### src/rtl/tinv_pkg.sv
package tinv_pkg;

  typedef enum logic [1:0] {
    FMT_STD   = 2'b00,
    FMT_BAL_A = 2'b01,
    FMT_BAL_B = 2'b10,
    FMT_STD_X = 2'b11
  } out_fmt_e;

  typedef enum logic [1:0] {
    ST_IDLE = 2'b00,
    ST_RUN  = 2'b01,
    ST_FIN  = 2'b10
  } seq_st_e;

  // re-label one standard digit code for the selected output format
  function automatic logic [1:0] map_digit(input logic [1:0] d, input out_fmt_e f);
    logic [1:0] r;
    r = d;
    unique case (f)
      FMT_BAL_A: r = (d == 2'b10) ? 2'b11 : d;
      FMT_BAL_B: r = (d == 2'b00) ? 2'b11 : (d == 2'b01) ? 2'b00 : 2'b01;
      default:   r = d;
    endcase
    return r;
  endfunction

endpackage

### src/rtl/tinv_unpack.sv
module tinv_unpack #(
  parameter int unsigned K = 4,
  parameter int unsigned W = 8
) (
  input  logic [2*K-1:0] digits_i,
  output logic [W-1:0]   value_o,
  output logic           bad_o
);
  logic [W-1:0] acc [K+1];
  logic [K-1:0] illegal;

  assign acc[0] = '0;

  for (genvar i = 0; i < K; i++) begin : g_dig
    localparam logic [W-1:0] WEIGHT = W'(3 ** i);
    logic [1:0] code;
    assign code       = digits_i[2*i +: 2];
    assign illegal[i] = (code == 2'b11);
    assign acc[i+1]   = acc[i] + W'(code) * WEIGHT;
  end

  assign value_o = acc[K];
  assign bad_o   = (|illegal) || (digits_i[1:0] == 2'b00);

endmodule

### src/rtl/tinv_newton.sv
module tinv_newton #(
  parameter int unsigned K     = 4,
  parameter int unsigned W     = 8,
  parameter int unsigned NITER = 2
) (
  input  logic         clk_i,
  input  logic         rst_ni,
  input  logic         load_i,
  input  logic         run_i,
  input  logic [W-1:0] operand_i,
  output logic         last_o,
  output logic [W-1:0] inv_o
);
  localparam int unsigned MOD = 3 ** K;
  localparam int unsigned CW  = (NITER > 1) ? $clog2(NITER) : 1;
  localparam logic [2*W-1:0] MOD2 = (2*W)'(MOD);

  logic [W-1:0]   a_q, y_q, y_seed, t, u, y_nxt;
  logic [2*W-1:0] p_ay, p_yu;
  logic [CW-1:0]  cnt_q;

  // seed is correct modulo 3: 1*1 = 1, 2*2 = 4
  assign y_seed = (operand_i % W'(3) == W'(1)) ? W'(1) : W'(2);

  // y <- y * (2 - a*y) mod 3^K
  assign p_ay  = (2*W)'(a_q) * (2*W)'(y_q);
  assign t     = W'(p_ay % MOD2);
  assign u     = (t <= W'(2)) ? (W'(2) - t) : (W'(MOD) + W'(2) - t);
  assign p_yu  = (2*W)'(y_q) * (2*W)'(u);
  assign y_nxt = W'(p_yu % MOD2);

  always_ff @(posedge clk_i or negedge rst_ni) begin
    if (!rst_ni) begin
      a_q   <= '0;
      y_q   <= '0;
      cnt_q <= '0;
    end else if (load_i) begin
      a_q   <= operand_i;
      y_q   <= y_seed;
      cnt_q <= '0;
    end else if (run_i) begin
      y_q   <= y_nxt;
      cnt_q <= cnt_q + CW'(1);
    end
  end

  assign last_o = run_i && (cnt_q == CW'(NITER - 1));
  assign inv_o  = y_q;

  // lowest digit stays inverted through every step
  p_low_digit_r9: assert property (@(posedge clk_i) disable iff (!rst_ni)
    run_i |-> ((a_q % W'(3) == W'(1)) ? (y_q % W'(3) == W'(1)) : (y_q % W'(3) == W'(2))));

  p_range_r1: assert property (@(posedge clk_i) disable iff (!rst_ni)
    run_i |-> (y_q < W'(MOD)));

endmodule

### src/rtl/tinv_pack.sv
module tinv_pack #(
  parameter int unsigned K = 4,
  parameter int unsigned W = 8
) (
  input  logic [W-1:0]      value_i,
  input  tinv_pkg::out_fmt_e fmt_i,
  output logic [2*K-1:0]    digits_o
);
  logic [W-1:0] q [K];

  assign q[0] = value_i;

  for (genvar i = 0; i < K; i++) begin : g_dig
    logic [1:0] d;
    assign d = 2'(q[i] % W'(3));
    assign digits_o[2*i +: 2] = tinv_pkg::map_digit(d, fmt_i);
    if (i < K - 1) begin : g_next
      assign q[i+1] = q[i] / W'(3);
    end
  end

endmodule

### src/rtl/tern_inv_unit.sv
module tern_inv_unit #(
  parameter int unsigned K = 4
) (
  input  logic           clk_i,
  input  logic           rst_ni,
  input  logic           start_i,
  input  logic [2*K-1:0] digits_i,
  input  logic [1:0]     mode_i,
  output logic           done_o,
  output logic           err_o,
  output logic [2*K-1:0] result_o
);
  import tinv_pkg::*;

  localparam int unsigned MOD   = 3 ** K;
  localparam int unsigned W     = $clog2(MOD) + 1;
  localparam int unsigned NITER = (K > 1) ? $clog2(K) : 1;

  seq_st_e        st_q;
  out_fmt_e       fmt_q;
  logic           bad_q, load, run, last;
  logic [W-1:0]   op_bin, inv_bin;
  logic           op_bad;
  logic [2*K-1:0] packed_res;
  logic           done_q, err_q;
  logic [2*K-1:0] res_q;

  tinv_unpack #(.K(K), .W(W)) u_unpack (
    .digits_i (digits_i),
    .value_o  (op_bin),
    .bad_o    (op_bad)
  );

  assign load = (st_q == ST_IDLE) && start_i && !op_bad;
  assign run  = (st_q == ST_RUN);

  tinv_newton #(.K(K), .W(W), .NITER(NITER)) u_core (
    .clk_i     (clk_i),
    .rst_ni    (rst_ni),
    .load_i    (load),
    .run_i     (run),
    .operand_i (op_bin),
    .last_o    (last),
    .inv_o     (inv_bin)
  );

  tinv_pack #(.K(K), .W(W)) u_pack (
    .value_i  (inv_bin),
    .fmt_i    (fmt_q),
    .digits_o (packed_res)
  );

  always_ff @(posedge clk_i or negedge rst_ni) begin
    if (!rst_ni) begin
      st_q   <= ST_IDLE;
      fmt_q  <= FMT_STD;
      bad_q  <= 1'b0;
      done_q <= 1'b0;
      err_q  <= 1'b0;
      res_q  <= '0;
    end else begin
      done_q <= 1'b0;
      unique case (st_q)
        ST_IDLE: if (start_i) begin
          fmt_q <= out_fmt_e'(mode_i);
          bad_q <= op_bad;
          st_q  <= op_bad ? ST_FIN : ST_RUN;
        end
        ST_RUN: if (last) st_q <= ST_FIN;
        ST_FIN: begin
          done_q <= 1'b1;
          err_q  <= bad_q;
          res_q  <= bad_q ? '0 : packed_res;
          st_q   <= ST_IDLE;
        end
        default: st_q <= ST_IDLE;
      endcase
    end
  end

  assign done_o   = done_q;
  assign err_o    = err_q;
  assign result_o = res_q;

  p_done_pulse_r6: assert property (@(posedge clk_i) disable iff (!rst_ni)
    done_o |=> !done_o);

  p_err_zero_r2: assert property (@(posedge clk_i) disable iff (!rst_ni)
    err_o |-> (result_o == '0));

  p_hold_r8: assert property (@(posedge clk_i) disable iff (!rst_ni)
    !done_o |-> ($stable(result_o) && $stable(err_o)));

  p_busy_fmt_r7: assert property (@(posedge clk_i) disable iff (!rst_ni)
    (st_q == ST_RUN) |=> $stable(fmt_q));

  p_legal_codes_r1: assert property (@(posedge clk_i) disable iff (!rst_ni)
    (done_o && (fmt_q == FMT_STD || fmt_q == FMT_STD_X))
      |-> !(|(result_o & {K{2'b10}} & (result_o << 1))));

endmodule

### config.mk
export PLATFORM = sky130hd
export DESIGN_NAME = tern_inv_unit
export DESIGN_NICKNAME = d
export VERILOG_FILES = /design/src/rtl/tinv_pkg.sv /design/src/rtl/tinv_unpack.sv /design/src/rtl/tinv_newton.sv /design/src/rtl/tinv_pack.sv /design/src/rtl/tern_inv_unit.sv
export SDC_FILE = /design/constraint.sdc
export NUM_CORES = 1
export LEC_CHECK = 0
export ABC_CLOCK_PERIOD_IN_PS = 68900
export BUFFER_PORTS_ARGS = -buffer_cell sky130_fd_sc_hd__buf_2
export CAP_MARGIN = 20
export CORE_ASPECT_RATIO = 1.1
export CORE_UTILIZATION = 45
export DETAILED_ROUTE_END_ITERATION = 6
export GPL_TIMING_DRIVEN = 0
export PLACE_DENSITY = 0.64
export RECOVER_POWER = 100
export SLEW_MARGIN = 30
export SYNTH_ARGS = -nofsm -noshare
export SYNTH_HDL_FRONTEND = slang
export SYNTH_SLANG_ARGS = --single-unit
### constraint.sdc
create_clock -name clk_i -period 68.9 [get_ports clk_i]
set_input_delay 13.78 -clock clk_i [delete_from_list [all_inputs] [get_ports clk_i]]
set_output_delay 13.78 -clock clk_i [all_outputs]
set_load 0.05 [all_outputs]
==> flow_summary.yaml <==
placement:
  dp_hpwl_um: 30100
  place_congestion: 0.902
  numPortBuffers: 22
  placedCellCount: 2351
layout:
  drive_gt1_share_pct: 6.24
  multiInputGateArea_sq_um: 12700
  seq_area_sq_um: 801
  stdcell_count: 2359
  mostFrequentLayoutCells: "nand2_1 (154), nor2_1 (138), inv_1 (133)"
  fill_cells: 3188
  num_antenna_cells: 0
  area_growth_pct: 5.28
  final_common_cell: "nand2_1"
  nets: 2148
setup_path:
  slowest_delay_ns: 1.21
  critPathKind: "register to register"
  critPathRequiredTime_ns: 69.05
  crit_path_end_kind: "register"
  crit_slowest_cell: "a2111oi_0"
  worstPathArrival_ns: 33.43
  cp-start-kind: "register"
  rr_worst_depth: 104
  worstPathMaxFanout: 10
timing:
  setup_viol_count_final: 0
  fin_tns_setup_ns: 0
  relSlewSlack_pct: -11.3
  fin_crit_ns: 33.28
  worstMarginPinSlew_ns: 1.67
  fin_skew_ns: 0.00403
  rsz0062_at_grt: "false"
  finalHoldViolCount: 0
  slew_violations: 33
  fmax_mhz: 30.1
  post-route-period-util_pct: 48.3
floorplanning:
  initial_core_util_pct: 45.7
  ios: 23
  floorplan.die.height_um: 189
  dieArea_sq_um: 32500
  rows: 68
  die_x_um: 172
  core_area_sq_um: 31300
global_route:
  grt_usage_pct: 23.1
  grt_pass1_vias: 13672
  grt_max_degree: 33
  grt_first_pass_wirelength_um: 64500
  antenna_found_initial: 0
  grt-ovfl-total: 0
synthesis:
  ys.flop_type: "dfrtp_1"
  async_reset_ff_share_pct: 100
  avgSynthCellArea_sq_um: 7.50
  ys_seq_area_share_pct: 5.59
  syn_inst: 1908
  synth-edff-count: 0
  synth-seq-cells: 32
  synth_nets: 2118
  yosysWarnings: 0
  synth.distinct_cells: 112
  syn_area_sq_um: 14300
detailed_routing:
  drt_wl_total_um: 37400
  ant_nets: 0
  drt-wirelength-per-cell_um: 15.9
  drt_iter0_markers: 1023
  vias_per_cell: 6.15
  drc: 0
  vias: 14512
  first_pass_iters: 5
cts:
  htreeDepth: 2
  ctsRootBufferMaster: "clkbuf_16"
  cts_tree: "built"
  cts_hold_buf: 0
  clockBufferDepth: 2
  cts_setup_buffers: 0
  path_clk_slew_ns: 0.05
  cts_resized: 0
  cts_made_buffers: 5
  clock_sinks: 32
  clock_latency_ns: 0.27
outcome:
  outcome: "finished, violations left"
  failed_checks: "capacitance limit, slew limit"
worst_hold_path:
  hold_path_class: "register to register"
  hold_depth: 2
run:
  maxCapViolations: 2
[registers in the layout, summed over array words and instances, names as in the netlist]
name,count
bad_q,1
err_o,1
u_core.cnt_q,1
fmt_q,2
u_core.inv_o,8
result_o,8
done_o,1
u_core.a_q,8
st_q,2
[per-stage QoR]
stage	worst slack (ns)	util [%]	hold WS [ns]	instance area, sq um
floorplan	43.34	-	0.483	14300
global placement	38.23	47.8	0.458	15000
detailed placement	37.87	47.8	0.464	15000
CTS	37.70	48.3	0.479	15100
global route	33.04	48.1	0.495	15100
finish	35.62	48.1	0.478	15100
[logic make-up after synthesis]
logic type / share of synthesized area (%)
buffers and inverters: 5.47
and+or+nand+nor: 24.7
muxes: 2.56
xor gates and xnor gates: 5.93
DFF: 5.59
AOI/OAI and AO/OA: 34.1
adders and majority gates: 21.6
[area by class of cell]
cell class / instances / area share [%]
Buffer: 68 / 1.83
Clock buffer: 8 / 0.971
Timing Repair Buffer: 23 / 0.706
Inverter: 135 / 3.36
Multi-Input combinational cell: 1673 / 84.3
Tap cell: 420 / 3.49
Sequential cell: 32 / 5.31
[final timing paths]
check / start / to / slack, ns
worst max-delay path: u_core.inv_o[4] / u_core.inv_o[1] / 35.62
worst min-delay path: result_o[0] / result_o[0] / 0.48
worst max register to register: u_core.inv_o[4] / u_core.inv_o[1] / 35.62
worst min register to register: result_o[0] / result_o[0] / 0.48
max in group asynchronous: rst_ni / u_core.a_q[4] / 54.00
min in group asynchronous: rst_ni / fmt_q[1] / 13.94
[cell usage after synthesis, drive strengths merged (13+ instances only)]
| cell type | number | share of area, % |
|---|---|---|
| nand2 | 155 | 4.1 |
| fa | 78 | 11 |
| a2111oi | 13 | 0.99 |
| o31ai | 22 | 1.2 |
| o211a | 19 | 1.3 |
| xor2 | 34 | 2.1 |
| dfrtp | 32 | 5.6 |
| a221oi | 14 | 1.2 |
| nor4 | 19 | 0.94 |
| ha | 119 | 10 |
| o21a | 24 | 1.3 |
| a211o | 14 | 0.86 |
| o211ai | 37 | 2.0 |
| or2 | 28 | 1.2 |
| a21oi | 128 | 4.8 |
| or3 | 16 | 0.73 |
| a22oi | 13 | 0.68 |
| a31oi | 17 | 0.74 |
| xnor2 | 63 | 3.9 |
| and2 | 117 | 5.1 |
| mux2i | 22 | 1.5 |
| buf | 14 | 0.51 |
| clkbuf | 54 | 1.4 |
| and3 | 22 | 0.96 |
| a21o | 29 | 1.6 |
| nand3 | 54 | 1.9 |
| inv | 133 | 3.5 |
| nor2 | 139 | 3.7 |
| mux2 | 13 | 1.0 |
| o21ai | 111 | 4.1 |
| nor3 | 57 | 2.1 |
| nand2b | 28 | 1.2 |
| a211oi | 35 | 2.0 |
| o22ai | 20 | 0.87 |
[per-layer routing]
layer / vias to the layer above / track usage, % / routed length (um)
met2: 343 / 40.4 / 18100
li1: 7170 / - / -
met5: - / 0 / 0
met3: 43 / 0.815 / 1210
met4: 0 / 3.88 / 551
met1: 6956 / 31.6 / 17600
[critical path: cells and delay by family, from the launching register on]
family,cells,cell delay [ns]
AO/OA/AOI/OAI,39,13.72
AND/OR/NAND/NOR,27,6.93
adder cells (fa/ha/maj),15,6.01
multiplexers,2,0.80
flip-flops,1,0.34
XOR/XNOR,5,1.97
buffers and inverters,16,3.37
Power is not shown: default switching activity piles up to over one toggle a cycle in this logic, so the estimate is an artifact.
